File: config.mk
export PLATFORM = sky130hd
export DESIGN_NAME = irq_aggregator
export DESIGN_NICKNAME = d
export VERILOG_FILES = /design/src/rtl/irq_agg_pkg.sv /design/src/rtl/irq_status_bank.sv /design/src/rtl/irq_mode_gate.sv /design/src/rtl/irq_pin_drv.sv /design/src/rtl/irq_aggregator.sv
export SDC_FILE = /design/constraint.sdc
export NUM_CORES = 1
export LEC_CHECK = 0
export BUFFER_PORTS_ARGS = -buffer_cell sky130_fd_sc_hd__buf_2
export CAP_MARGIN = 20
export CORE_MARGIN = 2
export CORE_UTILIZATION = 54
export CTS_CLUSTER_SIZE = 24
export DETAILED_ROUTE_END_ITERATION = 12
export GPL_TIMING_DRIVEN = 0
export PLACE_DENSITY_LB_ADDON = 0.08
export SLEW_MARGIN = 15
export SYNTH_ARGS = -nofsm -noshare
export SYNTH_HDL_FRONTEND = slang
export SYNTH_SLANG_ARGS = --single-unit
File: constraint.sdc
create_clock -name clk -period 1.55 [get_ports clk]
set_clock_uncertainty 0.1 [all_clocks]
set_input_delay 0.31 -clock clk [delete_from_list [all_inputs] [get_ports clk]]
set_output_delay 0.31 -clock clk [all_outputs]
set_load 0.01 [all_outputs]
File: src/rtl/irq_agg_pkg.sv
package irq_agg_pkg;
  localparam int ADDR_W = 3;
  localparam int N_GRP  = 3;

  typedef enum logic [1:0] {
    MODE_IDLE  = 2'd0,
    MODE_TX    = 2'd1,
    MODE_RX    = 2'd2,
    MODE_IDLE2 = 2'd3
  } radio_mode_e;

  localparam int GRP_TX  = 0;
  localparam int GRP_RX  = 1;
  localparam int GRP_SYS = 2;

  localparam logic [ADDR_W-1:0] A_EN_BASE = 3'd0;
  localparam logic [ADDR_W-1:0] A_CFG     = 3'd3;
  localparam logic [ADDR_W-1:0] A_ST_BASE = 3'd4;

  localparam int CFG_ACT_LOW = 0;
  localparam int CFG_OPEN_DR = 1;
endpackage

File: src/rtl/irq_status_bank.sv
module irq_status_bank #(
  parameter int W = 6
) (
  input  logic         clk,
  input  logic         rst_n,
  input  logic [W-1:0] evt,
  input  logic         rd_clr,
  output logic [W-1:0] stat
);
  logic [W-1:0] stat_q;

  always_ff @(posedge clk or negedge rst_n) begin
    if (!rst_n)      stat_q <= '0;
    else if (rd_clr) stat_q <= evt;
    else             stat_q <= stat_q | evt;
  end

  assign stat = stat_q;

  // every event bit lands in status at the edge it is sampled
  a_r1_capture: assert property (@(posedge clk) disable iff (!rst_n)
    (evt != '0) |=> ((stat & $past(evt)) == $past(evt)));

  // a clearing read leaves only the colliding events
  a_r2_clear_keep: assert property (@(posedge clk) disable iff (!rst_n)
    rd_clr |=> (stat == $past(evt)));
endmodule

File: src/rtl/irq_mode_gate.sv
module irq_mode_gate
  import irq_agg_pkg::*;
#(
  parameter int W = 6
) (
  input  logic                   clk,
  input  logic                   rst_n,
  input  logic [1:0]             mode,
  input  logic [N_GRP-1:0][W-1:0] stat,
  input  logic [N_GRP-1:0][W-1:0] en,
  output logic                   pending
);
  logic [N_GRP-1:0] grp_ok;
  logic [N_GRP-1:0] grp_hit;

  always_comb begin
    grp_ok          = '1;
    grp_ok[GRP_RX]  = (mode != MODE_TX);
    grp_ok[GRP_TX]  = (mode != MODE_RX);
    grp_ok[GRP_SYS] = 1'b1;
  end

  for (genvar g = 0; g < N_GRP; g++) begin : g_hit
    assign grp_hit[g] = grp_ok[g] & |(stat[g] & en[g]);
  end

  assign pending = |grp_hit;

  // in transmit mode only transmit and system sources may raise the line
  a_r4_tx_blocks_rx: assert property (@(posedge clk) disable iff (!rst_n)
    ((mode == MODE_TX) && ((stat[GRP_TX] & en[GRP_TX]) == '0)
      && ((stat[GRP_SYS] & en[GRP_SYS]) == '0)) |-> !pending);

  // in receive mode only receive and system sources may raise the line
  a_r4_rx_blocks_tx: assert property (@(posedge clk) disable iff (!rst_n)
    ((mode == MODE_RX) && ((stat[GRP_RX] & en[GRP_RX]) == '0)
      && ((stat[GRP_SYS] & en[GRP_SYS]) == '0)) |-> !pending);

  // enabled system status always raises the line
  a_r4_sys_free: assert property (@(posedge clk) disable iff (!rst_n)
    ((stat[GRP_SYS] & en[GRP_SYS]) != '0) |-> pending);
endmodule

File: src/rtl/irq_pin_drv.sv
module irq_pin_drv (
  input  logic clk,
  input  logic rst_n,
  input  logic pending,
  input  logic act_low,
  input  logic open_dr,
  output logic pin,
  output logic oe
);
  logic pin_d, oe_d;
  logic pin_q, oe_q;

  always_comb begin
    if (open_dr) begin
      oe_d  = pending;
      pin_d = ~act_low;
    end else begin
      oe_d  = 1'b1;
      pin_d = pending ^ act_low;
    end
  end

  always_ff @(posedge clk or negedge rst_n) begin
    if (!rst_n) begin
      pin_q <= 1'b0;
      oe_q  <= 1'b1;
    end else begin
      pin_q <= pin_d;
      oe_q  <= oe_d;
    end
  end

  assign pin = pin_q;
  assign oe  = oe_q;

  // push-pull level follows pending and polarity one edge later
  a_r7_polarity: assert property (@(posedge clk) disable iff (!rst_n)
    !open_dr |=> (pin == ($past(pending) ^ $past(act_low))));

  // open-drain releases the line while nothing is pending
  a_r8_od_release: assert property (@(posedge clk) disable iff (!rst_n)
    (open_dr && !pending) |=> !oe);

  // push-pull always drives
  a_r8_pp_drive: assert property (@(posedge clk) disable iff (!rst_n)
    !open_dr |=> oe);
endmodule

File: src/rtl/irq_aggregator.sv
module irq_aggregator
  import irq_agg_pkg::*;
#(
  parameter int GRP_W  = 6,
  parameter int DATA_W = 8
) (
  input  logic              clk,
  input  logic              rst_n,
  input  logic [1:0]        mode,
  input  logic [GRP_W-1:0]  tx_evt,
  input  logic [GRP_W-1:0]  rx_evt,
  input  logic [GRP_W-1:0]  sys_evt,
  input  logic              reg_wr,
  input  logic              reg_rd,
  input  logic [ADDR_W-1:0] reg_addr,
  input  logic [DATA_W-1:0] reg_wdata,
  output logic [DATA_W-1:0] reg_rdata,
  output logic              irq_pin,
  output logic              irq_oe
);
  localparam int PAD_W = DATA_W - GRP_W;

  logic [N_GRP-1:0][GRP_W-1:0] evt;
  logic [N_GRP-1:0][GRP_W-1:0] stat;
  logic [N_GRP-1:0][GRP_W-1:0] en_q;
  logic [N_GRP-1:0]            rd_clr;
  logic [1:0]                  cfg_q;
  logic                        pending;
  logic [DATA_W-1:0]           rdata_q;
  logic [DATA_W-1:0]           rdata_d;

  assign evt[GRP_TX]  = tx_evt;
  assign evt[GRP_RX]  = rx_evt;
  assign evt[GRP_SYS] = sys_evt;

  for (genvar g = 0; g < N_GRP; g++) begin : g_grp
    localparam logic [ADDR_W-1:0] EN_A = A_EN_BASE + ADDR_W'(g);
    localparam logic [ADDR_W-1:0] ST_A = A_ST_BASE + ADDR_W'(g);

    assign rd_clr[g] = reg_rd && (reg_addr == ST_A);

    irq_status_bank #(.W(GRP_W)) u_bank (
      .clk    (clk),
      .rst_n  (rst_n),
      .evt    (evt[g]),
      .rd_clr (rd_clr[g]),
      .stat   (stat[g])
    );

    always_ff @(posedge clk or negedge rst_n) begin
      if (!rst_n)                          en_q[g] <= '0;
      else if (reg_wr && reg_addr == EN_A) en_q[g] <= reg_wdata[GRP_W-1:0];
    end
  end

  always_ff @(posedge clk or negedge rst_n) begin
    if (!rst_n)                           cfg_q <= '0;
    else if (reg_wr && reg_addr == A_CFG) cfg_q <= reg_wdata[1:0];
  end

  always_comb begin
    rdata_d = '0;
    for (int g = 0; g < N_GRP; g++) begin
      if (reg_addr == A_EN_BASE + ADDR_W'(g)) rdata_d = {{PAD_W{1'b0}}, en_q[g]};
      if (reg_addr == A_ST_BASE + ADDR_W'(g)) rdata_d = {{PAD_W{1'b0}}, stat[g]};
    end
    if (reg_addr == A_CFG) rdata_d = {{(DATA_W-2){1'b0}}, cfg_q};
  end

  always_ff @(posedge clk or negedge rst_n) begin
    if (!rst_n)      rdata_q <= '0;
    else if (reg_rd) rdata_q <= rdata_d;
  end

  assign reg_rdata = rdata_q;

  irq_mode_gate #(.W(GRP_W)) u_gate (
    .clk     (clk),
    .rst_n   (rst_n),
    .mode    (mode),
    .stat    (stat),
    .en      (en_q),
    .pending (pending)
  );

  irq_pin_drv u_drv (
    .clk     (clk),
    .rst_n   (rst_n),
    .pending (pending),
    .act_low (cfg_q[CFG_ACT_LOW]),
    .open_dr (cfg_q[CFG_OPEN_DR]),
    .pin     (irq_pin),
    .oe      (irq_oe)
  );

  // enable contents move only on a register write, never on a mode change
  a_r5_en_hold: assert property (@(posedge clk) disable iff (!rst_n)
    !reg_wr |=> $stable(en_q));

  // a write reaches only the addressed enable register
  a_r3_en_isolated: assert property (@(posedge clk) disable iff (!rst_n)
    (reg_wr && reg_addr != A_EN_BASE) |=> $stable(en_q[GRP_TX]));

  // status reads return the status seen at the read edge
  a_r2_read_data: assert property (@(posedge clk) disable iff (!rst_n)
    (reg_rd && reg_addr == A_ST_BASE) |=>
      (reg_rdata == {{PAD_W{1'b0}}, $past(stat[GRP_TX])}));
endmodule

# Word-level counts from Yosys, hierarchy flattened
# Index checks and enable logic that the tools add are counted.
[op_classes]
eq_ne = 8
n_mux = 12
bitwise = 10
n_reduce_logical = 11
[ops]
columns = ["cell", "n"]
rows = [
  ["$mux 8", 5],
  ["$mux 6", 5],
  ["$and 6x6->6", 3],
  ["$or 6x6->6", 3],
  ["$reduce_or 6->1", 2],
  ["$eq 3x3->1 const B", 3],
  ["$reduce_or 8->1", 1],
  ["$logic_and 1x1->1", 7],
  ["$eq 3x2->1 const B", 2],
  ["$eq 3x1->1 const B", 1],
  ["$logic_not 3->1", 1],
  ["$and 1x1->1", 2],
  ["$mux 1", 2],
  ["$ne 2x1->1 const B", 1],
  ["$ne 2x2->1 const B", 1],
  ["$not 1->1", 1],
  ["$xor 1x1->1", 1],
]
[word_totals]
ff_bits = 48
input_bits = 35
out_inout_bits = 10
elab_cells = 51

# Logic depth before layout (Yosys ltp)
# Gate-level depths: netlist of the first run.
[depth]
word_depth = 8
depth_mapped = 6

# Hierarchy
# From an unflattened synthesis of the first run, not the netlist that was laid out.
[hier_totals]
cells_unflattened = 188
area_unflattened_um2 = 2235.9
[by_module_without_submodules]
columns = ["mod", "n_inst", "cells_each", "area_each_um2"]
rows = [
  ["irq_aggregator", 1, 128, 1435.1],
  ["irq_status_bank", 3, 13, 198.9],
  ["irq_mode_gate", 1, 16, 131.4],
  ["irq_pin_drv", 1, 5, 72.6],
]

# Worst setup path after synthesis of the first run
# Ideal clock, no wire load.
[synth_timing]
kind = "input port to flip-flop"
from = "input port reg_addr[2]"
to = "register en_q[10] (netlist bit)"
setup_ps = 125
arrival_ps = 1259
path_slack_ps = 67
path_stages = 4
path_buffers = 1
path_cell_list = "buf_6 > nand2b_4 > nor3b_4 > mux2_2"
[synth_between]
elab_chain_cells = 2
[synth_rtl]
columns = ["element", "line_no", "rtl"]
rows = [
  ["from (decl)", "irq_aggregator.sv:15", "input logic [ADDR_W-1:0] reg_addr,"],
  ["$eq 3x1->1", "irq_aggregator.sv:52", "else if (reg_wr && reg_addr == EN_A) en_q[g] <= reg_wdata[GRP_W-1:0];"],
  ["$logic_and 1x1->1", "irq_aggregator.sv:52", ""],
  ["to (signal, indexed assignment)", "irq_aggregator.sv:52", ""],
  ["to (decl)", "irq_aggregator.sv:25", "logic [N_GRP-1:0][GRP_W-1:0] en_q;"],
]
# Every way passes these cells.
# A chain may end at the register's enable or synchronous reset.

# Worst setup path in the final report of the first run
[layout_timing]
from = "register g_grp[1].u_bank.stat_q[4]"
to = "register u_drv.pin_q (netlist: u_drv.pin)"
[layout_between]
elab_chain_cells = 6
[layout_rtl]
columns = ["element", "line_no", "rtl"]
rows = [
  ["from (decl)", "irq_status_bank.sv:10", "logic [W-1:0] stat_q;"],
  ["from (signal assigned)", "irq_status_bank.sv:14", "else if (rd_clr) stat_q <= evt;"],
  ["from (signal assigned)", "irq_status_bank.sv:15", "else stat_q <= stat_q | evt;"],
  ["$and 6x6->6", "irq_mode_gate.sv:24", "assign grp_hit[g] = grp_ok[g] & |(stat[g] & en[g]);"],
  ["$reduce_or 6->1", "irq_mode_gate.sv:24", ""],
  ["$and 1x1->1", "irq_mode_gate.sv:24", ""],
  ["$reduce_or 8->1", "irq_mode_gate.sv:27", "assign pending = |grp_hit;"],
  ["$xor 1x1->1", "irq_pin_drv.sv:19", "pin_d = pending ^ act_low;"],
  ["$mux 1", "irq_pin_drv.sv:14", "if (open_dr) begin"],
  ["via u_drv.pin_d", "irq_pin_drv.sv:10", "logic pin_d, oe_d;"],
  ["to (signal assigned)", "irq_pin_drv.sv:28", "pin_q <= pin_d;"],
  ["to (decl)", "irq_pin_drv.sv:11", "logic pin_q, oe_q;"],
]
# The timed path passes the listed nets, and every way through them passes these cells.

==> results of run 1 <==
-- routing by layer --
metal	part of all wire (%)	wire [um]
met5	0	0
met4	1.9	80
met3	4.3	185
met2	48	2066
met1	46	1975
-- through the flow --
stage	setup WS, ns	hold WS [ns]	area [um2]	total power [mW]	instances
after floorplan	0.06658	-0.08559	2166	1.809	160
after global placement	-0.04787	0.3565	2411	1.974	245
after detailed placement	-0.06358	0.3539	2411	2.000	245
after CTS	0.07248	0.08567	2487	2.663	252
after global routing	0.001495	0.08747	2524	2.786	254
final	0.07814	0.08786	2524	2.652	254
-- worst max-delay path by stage --
stage	start	endpoint	slack (ns)	cells past startpoint
final	g_grp[1].u_bank.stat[4]$_DFF_PN0_	u_drv.pin$_DFF_PN0_	0.08	4
after global routing	en_q[9]$_DFFE_PN0P_	u_drv.pin$_DFF_PN0_	0.001	4
after CTS	g_grp[1].u_bank.stat[4]$_DFF_PN0_	u_drv.pin$_DFF_PN0_	0.07	4
after detailed placement	reg_addr[2]	en_q[15]$_DFFE_PN0P_	-0.06	4
after global placement	reg_addr[2]	en_q[11]$_DFFE_PN0P_	-0.05	4
after floorplan	reg_addr[2]	en_q[10]$_DFFE_PN0P_	0.07	4
-- cell type report --
type | instances | area, um2
flip-flops and latches | 46 | 1152
fillers | 306 | 1220
well taps | 48 | 60.06
multi-input cells | 101 | 938.4
inverters | 4 | 15.01
repair buffers | 39 | 215.2
clock buffers | 7 | 76.32
plain buffers | 9 | 66.31
-- cell families after synthesis --
| group | count (synthesis) | share of synthesized area, % |
|---|---|---|
| xor+xnor | 1 | 0.4052 |
| compound gates | 39 | 12.96 |
| simple gates | 23 | 7.755 |
| buf+inv | 13 | 3.761 |
| flops | 46 | 53.30 |
| mux | 36 | 21.64 |
| other cells | 1 | 0.1734 |
-- flip-flops by register name, indices dropped and copies added (netlist names) --
register,flops
reg_rdata,6
en_q,18
u_drv.oe,1
cfg_q,2
u_drv.pin,1
g_grp.u_bank.stat,18
-- worst max-delay path, delay by kind of cell (launching register included) --
kind            cells  cell delay (ns)
compound gates      2             0.40
xor+xnor            1             0.16
simple gates        1             0.31
flops               1             0.41
-- cell usage in the layout (no fill, tap or decap) --
cell           instances
a21o_1                18
a21oi_1                4
a22oi_1                9
a32oi_1                2
buf_12                 1
buf_2                 39
buf_4                  4
buf_6                  2
clkbuf_1               3
clkbuf_8               5
conb_1                 2
dfrtp_1               45
dfstp_2                1
dlygate4sd3_1          1
inv_1                  4
mux2_2                20
mux2i_1               10
mux4_1                 2
mux4_2                 4
nand2_1                1
nand2b_4               1
nand3_1                2
nand3b_1               2
nand4b_1               3
nor2_1                 9
nor3_1                 1
nor3_4                 1
nor3b_4                2
nor4_2                 1
o211ai_1               4
o21ai_0                2
xnor2_1                1
-- power breakdown --
group          internal (mW)  switching, mW
registers               1.36          0.122
clock network          0.310          0.358
logic                  0.284          0.219
total                   1.95          0.698
-- what timing repair did --
| item | 4_1_cts | 5_1_grt |
|---|---|---|
| setup endpoints to repair | 0 | 1 |
| endpoints found under the hold margin | 0 | 18 |
| resized for setup | 0 | 1 |
| setup buffers | 0 | 0 |
| hold buffers | 0 | 1 |
==> impl_metrics.csv, run 1 <==
group,metric,value,unit
outcome,status,"complete, no violations",
worst_setup_path,crit_fanout,3,
power,leakage,1.078,nW
floorplan,dieArea,4526,um2
grt,grt_overflow,0,
sta,drv_slew,0,
worst_hold_path,worstHoldPathCells,2,
sta,setup-violations-final,0,
sta,period_share,94.96,%
sta,min_period,1.472,ns
clock_tree,cts.sinks,46,
grt,grt_most_used_layer,"met2",
final_layout,fin_util,67.41,%
drt,drt_iter0_markers,110,
clock_tree,path_clk_slew,0.08,ns
sta,finalHoldViolCount,0,
floorplan,num_io_pins,45,
synth,syn_area_per_cell,13.60,um2
grt,grt_max_degree,47,
worst_setup_path,critPathSlowestCell,"dfrtp_1",
worst_setup_path,arrival,1.58,ns
worst_setup_path,r2r_end,"u_drv.pin$_DFF_PN0_",
grt,grt_pass1_wl,7079,um
synth,synth_area_leaders,"dfrtp_1 52%, mux2_2 10%, a21o_1 6.3%",
worst_setup_path,worstPathRequired,1.66,ns
drt,dr.pass1.iters,4,
synth,synth.top_cell.area_share,52.08,%
worst_hold_path,hold_path_class,"primary input to flop",
worst_setup_path,r2r_cells,4,
synth,ys_seq_area_share,53.30,%
drt,detail-route-antenna-nets,0,
floorplan,die_y,67.28,um
worst_setup_path,endpoint_kind,"flop",
synth,async_flop_share,100.0,%
drt,post-route-drc-count,0,
grt,use_met3,4.833,%
worst_setup_path,worstPathCellList,"a22oi_1, a32oi_1, nor4_2, xnor2_1",
final_layout,area_growth,16.72,%
synth,synth-edff-count,0,
clock_tree,cts-root-buf,"clkbuf_8",
synth,synth_cells,159,
clock_tree,clk_path_buf_depth,2,
power,ir_drop,0.7831,mV
drt,wl_per_cell,16.96,um
sta,setup_tns,0,ns
synth,yosys.cell_types.count,29,
worst_setup_path,cp-start-kind,"flop",
clock_tree,clk_latency,0.29,ns
place,dp_hpwl,3261,um
floorplan,start_util,57.75,%
worst_setup_path,path_class,"flop to flop",
run,maxCapViolCount,0,
grt,grt.met1_usage,29.22,%
sta,timing.fmax,0.6794,GHz
grt,grt.total_usage,21.29,%
grt,antenna_found_initial,0,
sta,rsz0062_at_grt,"false",
synth,yosysMostFrequentCell,"dfrtp_1",
grt,use_met2,33.29,%
synth,synth-seq-cells,46,
floorplan,rows,22,
grt,first_global_vias,1454,
worst_hold_path,min-delay-start,"sys_evt[1]",
worst_setup_path,reg2reg_from,"g_grp[1].u_bank.stat[4]$_DFF_PN0_",
drt,routed_wl,4307,um
floorplan,die_w,67.28,um
clock_tree,numCtsBuffers,5,
final_layout,drive_gt1_share,39.32,%
place,gp_congestion,0.7837,
synth,yosysTopAreaCell,"dfrtp_1",
power,powerDensity,1051,nW/um2
synth,netlist_area,2162,um2
place,place.port_buffers,37,
synth,yosysWarnings,0,
floorplan,core,3744,um2
synth,yosys-top-cells-count,"45 x dfrtp_1, 20 x mux2_2, 18 x a21o_1",
drt,viasPerCell,5.787,
final_layout,n_antenna_cell,0,
worst_setup_path,critPathMaxStageDelay,0.41,ns
clock_tree,h-tree-depth,2,
synth,yosys_most_used_dff,"dfrtp_1",
worst_setup_path,rrSetupSlack,0.08,ns
drt,num_vias,1470,
worst_hold_path,whs_endpoint,"g_grp[2].u_bank.stat[1]$_DFF_PN0_",
final_layout,num-nets-final,241,
clock_tree,tritoncts,"done",
Note: power is estimated with default switching activity, not from simulation.
==> run 2: changes to the inputs <==
Settings changed: ABC_AREA from default to 1.
==> run 2 against run 1 <==
Compared with the run above: fmax up 2.8%; non-clock buffer count is the same; global-route usage rose by 3.3 points; critical path depth is 4 higher; via count increased by 32%; design area up 7.0%; clock power grew 60%; synthesized area grew 4.5%; hold slack improved by 0.0053 ns; clock-buffer cell count decreased by 2; die area up 4.3%; critical path type is now primary input to flop.
==> impl_metrics.csv, run 2 <==
group,metric,value,unit
outcome,status,"complete, no violations",
grt,first_global_vias,1848,
worst_setup_path,worstPathRequired,1.69,ns
final_layout,stdcell_count,382,
clock_tree,h-tree-depth,2,
clock_tree,numCtsBuffers,5,
final_layout,finalInstanceArea,2701,um2
clock_tree,clk_path_buf_depth,2,
run,maxCapViolCount,0,
worst_setup_path,rrSetupSlack,0.19,ns
power,ir_drop,0.6900,mV
floorplan,start_util,56.49,%
power,sequentialPowerShare,47.6,%
worst_setup_path,endpoint_kind,"flop",
drt,drt_iter0_markers,117,
synth,synthXorXnorAreaFrac,0,%
grt,grt_overflow,0,
synth,synth_simple_gate_area_share,22.92,%
floorplan,num_io_pins,45,
final_layout,fin_util,67.53,%
synth,synth_cells,281,
synth,yosys_most_used_dff,"dfrtp_1",
sta,tightest_slew,0.5420,ns
final_layout,multi_input_area,909.6,um2
clock_tree,cts.sinks,46,
clock_tree,tritoncts,"done",
sta,max_slew_margin,63.87,%
floorplan,core,4000,um2
drt,post-route-drc-count,0,
clock_tree,clk_latency,0.30,ns
synth,synthMuxAreaShare,0,%
place,dp_hpwl,3851,um
place,place.port_buffers,40,
final_layout,num-nets-final,366,
drt,num_vias,1937,
synth,yosysWarnings,0,
synth,yosysMostFrequentCell,"nand2_1",
final_layout,area_growth,19.55,%
synth,netlist_area,2260,um2
sta,timing.fmax,0.6985,GHz
synth,synth-seq-cells,46,
drt,dr.pass1.iters,4,
synth,synth-edff-count,0,
final_layout,layout.cells.most_common_list,"91 x nand2_1, 45 x dfrtp_1, 42 x buf_2",
place,dp.cells,372,
power,leakage,1.544,nW
drt,viasPerCell,5.071,
clock_tree,cts-root-buf,"clkbuf_8",
sta,setup-violations-final,0,
synth,yosys-top-cells-count,"91 x nand2_1, 45 x dfrtp_1, 38 x inv_1",
synth,yosys.cell_types.count,23,
worst_setup_path,arrival,1.57,ns
final_layout,layout_commonest_cell,"nand2_1",
drt,wl_per_cell,13.49,um
floorplan,dieArea,4718,um2
sta,period_share,92.37,%
grt,antenna_found_initial,0,
synth,syn_area_per_cell,8.042,um2
worst_hold_path,hold_path_class,"primary input to flop",
sta,rsz0062_at_grt,"false",
place,gp_congestion,0.8873,
synth,synth_compound_area_share,17.00,%
synth,synth_area_leaders,"dfrtp_1 50%, nand2_1 15%, inv_1 6.3%",
power,intPower,2.201,mW
floorplan,die_w,68.69,um
worst_setup_path,crit_fanout,10,
synth,synthAdderAreaFrac,0,%
sta,min_period,1.432,ns
worst_setup_path,path_class,"primary input to flop",
power,powerDensity,1122,nW/um2
synth,yosysTopAreaCell,"dfrtp_1",
floorplan,die_y,68.69,um
synth,async_flop_share,100.0,%
power,combPwrFrac,17.2,%
final_layout,fillers,370,
grt,grt_max_degree,47,
clock_tree,path_clk_slew,0.09,ns
power,power_switching,829.3,uW
drt,detail-route-antenna-nets,0,
grt,grt.total_usage,24.62,%
sta,whs,0.09318,ns
synth,synth_top_family_by_area,"simple AND/OR/NAND/NOR gates",
final_layout,drive_gt1_share,22.29,%
final_layout,n_antenna_cell,0,
place,dpl_cell_area,2526,um2
power,p_sw_share,27.36,%
floorplan,rows,23,
sta,drv_slew,0,
synth,ys_seq_area_share,51.00,%
sta,finalHoldViolCount,0,
final_layout,regArea,1152,um2
worst_setup_path,cp-start-kind,"primary input",
drt,routed_wl,5155,um
grt,grt_pass1_wl,8466,um
synth,synth.top_cell.area_share,49.83,%
power,clock_power_share,35.3,%
[run 2: changes by cell type after synthesis, sizes merged, moves of 10 or more]
| cell | delta |
|---|---|
| o21ai | +27 |
| o21bai | +18 |
| mux2 | -20 |
| inv | +38 |
| mux2i | -10 |
| nand2 | +91 |
| a21o | -18 |
| nor2 | +12 |
[run 2: area by class of cell]
type | count | share of cell area [%]
buffer | 6 | 1.482
clock inverter | 3 | 2.547
sequential | 46 | 42.66
tap | 50 | 2.316
clock buffer | 5 | 2.547
timing repair buffer | 42 | 8.800
multi-input combinational | 187 | 33.67
inverter | 43 | 5.975
[run 2: critical path, cell delays in order]
cell and delay, ns:
buf_2 0.12, buf_4 0.18, nand3_1 0.20, o21ai_0 0.32, nor2_1 0.08, o21ai_0 0.21, nand2_1 0.08, nand2_1 0.07
[run 2: logic make-up (layout without fill, tap and decap cells)]
| logic type | count (synthesis) | in the layout |
|---|---|---|
| simple gates | 125 | 125 |
| buf+inv | 49 | 99 |
| flops | 46 | 46 |
| compound gates | 60 | 60 |
| other cells | 1 | 2 |
[run 2: timing repair]
| item | 4_1_cts | 5_1_grt |
|---|---|---|
| resized for setup | 0 | 0 |
| setup buffers | 0 | 0 |
| hold buffers | 0 | 1 |
| endpoints found under the hold margin | 0 | 20 |
[run 2: path summary, 6_finish.rpt]
kind / cells after the start / end / startpoint
min in group asynchronous: 2 / g_grp[1].u_bank.stat[5]$_DFF_PN0_ / rst_n
max reg2reg: 8 / u_drv.pin$_DFF_PN0_ / en_q[3]$_DFFE_PN0P_
min reg2reg: 1 / u_drv.oe$_DFF_PN1_ / cfg_q[1]$_DFFE_PN0P_
min: 2 / g_grp[0].u_bank.stat[0]$_DFF_PN0_ / tx_evt[0]
max in group asynchronous: 3 / g_grp[2].u_bank.stat[2]$_DFF_PN0_ / rst_n
max: 8 / reg_rdata[5]$_DFFE_PN0P_ / reg_addr[2]
[run 2: metal layers]
metal  global-route usage, %  part of all wire, %  up-vias
met5                       0                    0        -
met2                   40.50                   48       52
met4                   7.598                  1.5        0
li1                        -                    -      980
met1                   32.88                   46      897
met3                   4.870                  5.2        8
[run 2: power by group through the flow]
stage / Sequential, mW / Clock (mW) / Combinational (mW)
4_1_cts: 1.44 / 1.09 / 0.516
3_5_place_dp: 1.46 / 0 / 0.513
6_report: 1.44 / 1.07 / 0.520
3_3_place_gp: 1.46 / 0 / 0.495
2_1_floorplan: 1.45 / 0 / 0.323
5_1_grt: 1.46 / 1.12 / 0.610
[run 2: stage by stage]
stage | setup TNS (ns) | worst slack [ns] | power, mW
final | 0 | 0.1183 | 3.031
after global routing | 0 | 0.0006901 | 3.192
after CTS | 0 | 0.1703 | 3.045
after detailed placement | -0.3313 | -0.1325 | 1.976
after global placement | -0.2614 | -0.1334 | 1.955
after floorplan | 0 | 0.3365 | 1.777
